==> config.mk <==
export PLATFORM = sky130hd
export DESIGN_NAME = power_start_sel
export DESIGN_NICKNAME = d
export VERILOG_FILES = /design/src/rtl/psel_pkg.sv /design/src/rtl/psel_edge.sv /design/src/rtl/psel_fetch.sv /design/src/rtl/power_start_sel.sv
export SDC_FILE = /design/constraint.sdc
export NUM_CORES = 1
export LEC_CHECK = 0
export CAP_MARGIN = 10
export CORE_MARGIN = 5
export CORE_UTILIZATION = 40
export CTS_BUF_LIST = sky130_fd_sc_hd__clkbuf_8 sky130_fd_sc_hd__clkbuf_16
export DETAILED_ROUTE_END_ITERATION = 16
export MAX_ROUTING_LAYER = met4
export PLACE_DENSITY = 0.74
export SETUP_SLACK_MARGIN = 0.02
export SYNTH_ARGS = -nofsm -noshare
export SYNTH_HDL_FRONTEND = slang
export SYNTH_HIERARCHICAL = 1
export SYNTH_SLANG_ARGS = --single-unit
==> constraint.sdc <==
create_clock -name clk -period 4.6 [get_ports clk]
set_clock_uncertainty 0.1 [all_clocks]
set_input_delay 0.92 -clock clk [delete_from_list [all_inputs] [get_ports clk]]
set_output_delay 0.92 -clock clk [all_outputs]
set_load 0.03 [all_outputs]
==> src/rtl/psel_pkg.sv <==
package psel_pkg;
  localparam int WORD_W = 16;

  typedef enum logic [1:0] {
    OPT_VEC   = 2'd0,
    OPT_DBG   = 2'd1,
    OPT_FIXED = 2'd2,
    OPT_USER  = 2'd3
  } popt_e;

  localparam logic [WORD_W-1:0] BOOT_PC_C   = 16'o173000;
  localparam logic [WORD_W-1:0] BOOT_PSW_C  = 16'o000340;
  localparam logic [WORD_W-1:0] USER_MASK_C = 16'o170000;
  localparam logic [WORD_W-1:0] VEC_BASE_C  = 16'o000024;

  function automatic popt_e popt_of(input logic [WORD_W-1:0] m);
    return popt_e'(m[2:1]);
  endfunction

  function automatic logic [WORD_W-1:0] user_pc(input logic [WORD_W-1:0] m,
                                                input logic [WORD_W-1:0] mask);
    return m & mask;
  endfunction

  function automatic logic halt_traps(input logic [WORD_W-1:0] m);
    return m[3];
  endfunction
endpackage

==> src/rtl/psel_edge.sv <==
module psel_edge (
  input  logic clk,
  input  logic rst_n,
  input  logic level_i,
  output logic rise_o
);
  logic prev_q;

  always_ff @(posedge clk) begin
    if (!rst_n) prev_q <= 1'b0;
    else        prev_q <= level_i;
  end

  assign rise_o = level_i & ~prev_q;
endmodule

==> src/rtl/psel_fetch.sv <==
module psel_fetch #(
  parameter int AW = 16,
  parameter int DW = 16,
  parameter logic [AW-1:0] BASE = 16'o24
) (
  input  logic          clk,
  input  logic          rst_n,
  input  logic          start_i,
  input  logic          rd_ack_i,
  input  logic          rd_err_i,
  input  logic [DW-1:0] rd_data_i,
  output logic          rd_req_o,
  output logic [AW-1:0] rd_addr_o,
  output logic          busy_o,
  output logic          done_o,
  output logic          fail_o,
  output logic [DW-1:0] word0_o
);
  localparam int STEP = DW / 8;
  localparam logic [AW-1:0] HI_ADDR = BASE + AW'(STEP);

  typedef enum logic [1:0] {F_IDLE, F_LO, F_HI} fst_e;
  fst_e st_q;

  always_ff @(posedge clk) begin
    if (!rst_n) begin
      st_q    <= F_IDLE;
      word0_o <= '0;
    end else begin
      case (st_q)
        F_IDLE: if (start_i) st_q <= F_LO;
        F_LO: begin
          if (rd_err_i) st_q <= F_IDLE;
          else if (rd_ack_i) begin
            word0_o <= rd_data_i;
            st_q    <= F_HI;
          end
        end
        F_HI: if (rd_ack_i || rd_err_i) st_q <= F_IDLE;
        default: st_q <= F_IDLE;
      endcase
    end
  end

  assign busy_o    = (st_q != F_IDLE);
  assign rd_req_o  = busy_o;
  assign rd_addr_o = (st_q == F_HI) ? HI_ADDR : BASE;
  assign done_o    = (st_q == F_HI) && rd_ack_i && !rd_err_i;
  assign fail_o    = busy_o && rd_err_i;


  req_hold_chk: assert property (@(posedge clk) disable iff (!rst_n)
    (rd_req_o && !rd_ack_i && !rd_err_i) |=> (rd_req_o && $stable(rd_addr_o)));


  second_addr_chk: assert property (@(posedge clk) disable iff (!rst_n)
    (rd_req_o && rd_addr_o == BASE && rd_ack_i && !rd_err_i) |=> (rd_req_o && rd_addr_o == HI_ADDR));
endmodule

==> src/rtl/power_start_sel.sv <==
module power_start_sel
  import psel_pkg::*;
#(
  parameter logic [WORD_W-1:0] BOOT_PC   = BOOT_PC_C,
  parameter logic [WORD_W-1:0] BOOT_PSW  = BOOT_PSW_C,
  parameter logic [WORD_W-1:0] USER_MASK = USER_MASK_C,
  parameter logic [WORD_W-1:0] VEC_BASE  = VEC_BASE_C
) (
  input  logic              clk,
  input  logic              rst_n,
  input  logic [WORD_W-1:0] maint_i,
  input  logic              halt_i,
  output logic              rd_req_o,
  output logic [WORD_W-1:0] rd_addr_o,
  input  logic              rd_ack_i,
  input  logic              rd_err_i,
  input  logic [WORD_W-1:0] rd_data_i,
  output logic              load_o,
  output logic [WORD_W-1:0] pc_o,
  output logic [WORD_W-1:0] psw_o,
  output logic              dbg_o,
  output logic              trap_o
);
  logic              rise_w, start_w, fetch_go_w, halt_go_w;
  logic              busy_w, done_w, fail_w;
  logic [WORD_W-1:0] word0_w;
  popt_e             opt_w;

  psel_edge u_edge (
    .clk(clk), .rst_n(rst_n), .level_i(maint_i[0]), .rise_o(rise_w)
  );

  assign opt_w      = popt_of(maint_i);
  assign start_w    = rise_w && !busy_w;
  assign fetch_go_w = start_w && (opt_w == OPT_VEC);
  assign halt_go_w  = halt_i && !busy_w && !start_w;

  psel_fetch #(.AW(WORD_W), .DW(WORD_W), .BASE(VEC_BASE)) u_fetch (
    .clk(clk), .rst_n(rst_n), .start_i(fetch_go_w),
    .rd_ack_i(rd_ack_i), .rd_err_i(rd_err_i), .rd_data_i(rd_data_i),
    .rd_req_o(rd_req_o), .rd_addr_o(rd_addr_o), .busy_o(busy_w),
    .done_o(done_w), .fail_o(fail_w), .word0_o(word0_w)
  );

  always_ff @(posedge clk) begin
    if (!rst_n) begin
      load_o <= 1'b0;
      dbg_o  <= 1'b0;
      trap_o <= 1'b0;
      pc_o   <= '0;
      psw_o  <= '0;
    end else begin
      load_o <= 1'b0;
      dbg_o  <= 1'b0;
      trap_o <= 1'b0;
      if (start_w) begin
        case (opt_w)
          OPT_FIXED: begin
            load_o <= 1'b1;
            pc_o   <= BOOT_PC;
            psw_o  <= BOOT_PSW;
          end
          OPT_USER: begin
            load_o <= 1'b1;
            pc_o   <= user_pc(maint_i, USER_MASK);
            psw_o  <= BOOT_PSW;
          end
          OPT_DBG: dbg_o <= 1'b1;
          default: ;
        endcase
      end else if (done_w) begin
        load_o <= 1'b1;
        pc_o   <= word0_w;
        psw_o  <= rd_data_i;
      end else if (fail_w) begin
        dbg_o <= 1'b1;
      end else if (halt_go_w) begin
        if (halt_traps(maint_i)) trap_o <= 1'b1;
        else                     dbg_o  <= 1'b1;
      end
    end
  end


  one_strobe_chk: assert property (@(posedge clk) disable iff (!rst_n)
    $onehot0({load_o, dbg_o, trap_o}));


  load_pulse_chk: assert property (@(posedge clk) disable iff (!rst_n)
    load_o |=> !load_o);


  fixed_start_chk: assert property (@(posedge clk) disable iff (!rst_n)
    (start_w && opt_w == OPT_FIXED) |=> (load_o && pc_o == BOOT_PC && psw_o == BOOT_PSW));


  dbg_option_chk: assert property (@(posedge clk) disable iff (!rst_n)
    (start_w && opt_w == OPT_DBG) |=> (dbg_o && !rd_req_o));


  err_to_dbg_chk: assert property (@(posedge clk) disable iff (!rst_n)
    fail_w |=> (dbg_o && !load_o));


  halt_busy_chk: assert property (@(posedge clk) disable iff (!rst_n)
    (busy_w && !done_w && !fail_w) |=> (!trap_o && !load_o));
endmodule

==> flow_metrics.env <==
export IMPL_clock_sinks=54
export IMPL_hp_start="u_fetch/word0_o[7]$_SDFFE_PN0P_"
export IMPL_p_switching_mw=0.2194
export IMPL_rr_endpoint="pc_o[14]$_SDFFE_PN0P_"
export IMPL_final_util_pct=52.70
export IMPL_postLayoutCellArea_um2=2867
export IMPL_fin_nets=302
export IMPL_die_area_um2=7100
export IMPL_rsz0062_at_grt="false"
export IMPL_drt_wirelength_per_cell_um=13.75
export IMPL_worstPathRequired_ns=4.74
export IMPL_crit_fanout=27
export IMPL_worstSetupPathType="input pin to register"
export IMPL_grt_pass1_wl_mm=7.714
export IMPL_antenna_found_initial=0
export IMPL_worst_setup_path_end_kind="register"
export IMPL_cts_root_buf="clkbuf_8"
export IMPL_cpPeakStageDelay_ns=0.90
export IMPL_holdBufCountCts=0
export IMPL_dr_first_iter_drc_count=74
export IMPL_m1WireLength_mm=2.149
export IMPL_combPwrFrac_pct=12.6
export IMPL_finalHoldViolCount=0
export IMPL_clk_pin_slew_ns=0.09
export IMPL_p_sw_share_pct=25.36
export IMPL_grt_use_total_pct=13.50
export IMPL_insertion_delay_ns=0.29
export IMPL_diodes=0
export IMPL_cp_start_kind="input pin"
export IMPL_p_leak_nw=1.105
export IMPL_vias_per_cell=4.817
export IMPL_fin_ws_ns=1.833
export IMPL_cts_post_setup_buffers_inserted=0
export IMPL_synth_warnings=6
export IMPL_ir_worst_vdd_v=0.0001422
export IMPL_cap_viol_max_count=0
export IMPL_syn_inst=207
export IMPL_dpl_hpwl_mm=3.275
export IMPL_portBuffers=65
export IMPL_cp_arrival_ns=2.91
export IMPL_start_util_pct=40.56
export IMPL_regToRegSetupSlack_ns=2.31
export IMPL_critPathSlowestCell="and3_1"
export IMPL_cp_cell_sequence="clkdlybuf4s50_1, nor2b_4, nand2b_1, and3_1, a221o_1"
export IMPL_hp_class="register to register"
export IMPL_syn_area_um2=2206
export IMPL_setup_viol=0
export IMPL_core_area_um2=5439
export IMPL_ctsResizeCount=0
export IMPL_ys_types=34
export IMPL_area_growth_pct=29.95
export IMPL_grt_max_degree=45
export IMPL_drv_slew=0
export IMPL_yosysSeqAreaShare_pct=49.01
export IMPL_die_h_um=84.26
export IMPL_clockPowerShare_pct=31.9
export IMPL_placed_area_um2=2768
export IMPL_vias=1628
export IMPL_clock_path_buffers=2
export IMPL_p_per_area_nw_per_um2=301.8
export IMPL_status="finished, final reports clean"
export IMPL_met3_length_um=259
export IMPL_r2r_start="u_fetch/st_q[0]$_SDFFE_PN0P_"
export IMPL_cts_tree="done"
export IMPL_detailedPlace_worstSlack_ns=1.509
export IMPL_top_layer_used="met4"
export IMPL_internal_power_mw=0.6457
export IMPL_die_width_um=84.26
export IMPL_reg2reg_depth=4
export IMPL_worst_pin_slew_ns=1.045
export IMPL_setup_tns_ns=0
export IMPL_drc=0
export IMPL_cts_buffers=5
export IMPL_htreeDepth=2
export IMPL_drive_gt1_share_pct=10.90
export IMPL_period_needed_ns=2.767
export IMPL_first_pass_iters=4
export IMPL_whs_ns=0.3621
export IMPL_route_met2_wl_mm=2.221
export IMPL_core_rowCount=27
export IMPL_ant_nets=0
export IMPL_synth_seq_cells=54
export IMPL_avgSynthCellArea_um2=10.66
export IMPL_max_slew_margin_pct=30.31
export IMPL_first_global_vias=1619
export IMPL_hold_end="u_fetch/word0_o[7]$_SDFFE_PN0P_"
export IMPL_gr_total_overflow=0
export IMPL_finalWirelength_mm=4.646
export IMPL_timing_final_crit_share_pct=60.15
export IMPL_p_seq_share_pct=55.4
export IMPL_gp_congestion=0.7641
export IMPL_ioPinCount=89
export IMPL_holdPathStages=2
export IMPL_max_freq_ghz=0.3614
## power groups by stage
stage,Sequential [mW],Combinational [mW],Clock [mW]
floorplan,0.503,0.0636,0
global placement,0.490,0.108,0
detailed placement,0.490,0.109,0
CTS,0.480,0.110,0.283
global route,0.481,0.117,0.302
finish,0.480,0.109,0.276
## how the worst max path moves through the flow
stage,start,end,cells past startpoint
finish,maint_i[0],pc_o[14]$_SDFFE_PN0P_,5
detailed placement,maint_i[0],psw_o[12]$_SDFFE_PN0P_,5
global placement,maint_i[0],pc_o[14]$_SDFFE_PN0P_,5
CTS,maint_i[0],pc_o[14]$_SDFFE_PN0P_,5
global route,maint_i[0],pc_o[13]$_SDFFE_PN0P_,5
floorplan,maint_i[0],pc_o[1]$_SDFFE_PN0P_,7
## metal layers
metal  vias up  track usage (%)
met5         -                -
met4         0            3.947
met3         2            3.140
met2        42            21.74
met1       776            16.89
li1        808                -
## layout make-up
type                       instances  area (um^2)
fill                             511         2572
inverter                           6        22.52
sequential                        54         1081
multi-input combinational        131        908.4
tap                               72        90.09
clock inverter                     2        16.27
clock buffer                       6        82.58
timing repair buffer              67        665.6
## synth_stat cells
cell type,number,area [um^2]
a211oi_4,1,20.02
nor2b_1,1,6.260
and3b_2,1,10.01
nand2b_1,4,25.02
o21bai_1,1,7.510
nand2b_2,1,8.760
a21o_1,1,7.510
o221a_2,5,56.30
a221o_1,4,40.04
and3b_1,1,8.760
buf_6,4,45.04
nor4_1,1,6.260
buf_4,16,120.1
buf_12,1,20.02
nand3b_1,2,15.01
buf_2,6,30.03
mux2i_1,16,160.2
a22o_2,10,100.1
dfxtp_1,54,1081
nand4b_1,1,8.760
clkbuf_8,2,27.53
or2_1,1,6.260
nor3_1,2,10.01
nand2_1,34,127.6
and2_1,3,18.77
or3b_1,2,17.52
a21oi_1,7,35.03
a22o_1,13,113.9
nor2b_4,1,13.76
and3_1,1,6.260
a41o_1,1,10.01
inv_1,6,22.52
conb_1,2,7.510
and4bb_1,1,12.51
## per-stage QoR
step	std cells	total power [mW]
finish	338	0.8651
CTS	338	0.8728
floorplan	220	0.5663
global route	338	0.9002
global placement	330	0.5985
detailed placement	330	0.5995
## cells by family after synthesis
logic type	synth area share [%]
and+or+nand+nor	13.67
AOI/OAI and AO/OA	17.70
buffers and inverters	12.03
DFF	49.01
muxes	7.260
other	0.3405
## critical path: cells and delay by family
family          cells  cell delay, ns
simple gates        3            1.28
compound gates      1            0.27
buf+inv             1            0.43
## state kept, by name (all words and copies together) (netlist names)
| register | cells |
|---|---|
| trap_o | 1 |
| load_o | 1 |
| u_fetch/word0_o | 16 |
| pc_o | 16 |
| dbg_o | 1 |
| u_fetch/st_q | 2 |
| psw_o | 16 |
| u_edge/prev_q | 1 |
## layout by cell type, fill, tap and decap left out, types with 2 or more instances in the layout
| master | instances |
|---|---|
| conb_1 | 15 |
| mux2i_1 | 16 |
| and2_1 | 3 |
| clkbuf_8 | 6 |
| nand3b_1 | 2 |
| inv_1 | 6 |
| dfxtp_1 | 54 |
| a221o_1 | 4 |
| a22o_2 | 10 |
| buf_4 | 2 |
| or3b_1 | 2 |
| nor3_1 | 2 |
| a22o_1 | 13 |
| nand2_1 | 34 |
| nand2b_1 | 4 |
| clkdlybuf4s50_1 | 65 |
| a21oi_1 | 7 |
| o221a_2 | 5 |
Power figures use the tool's default switching activity.
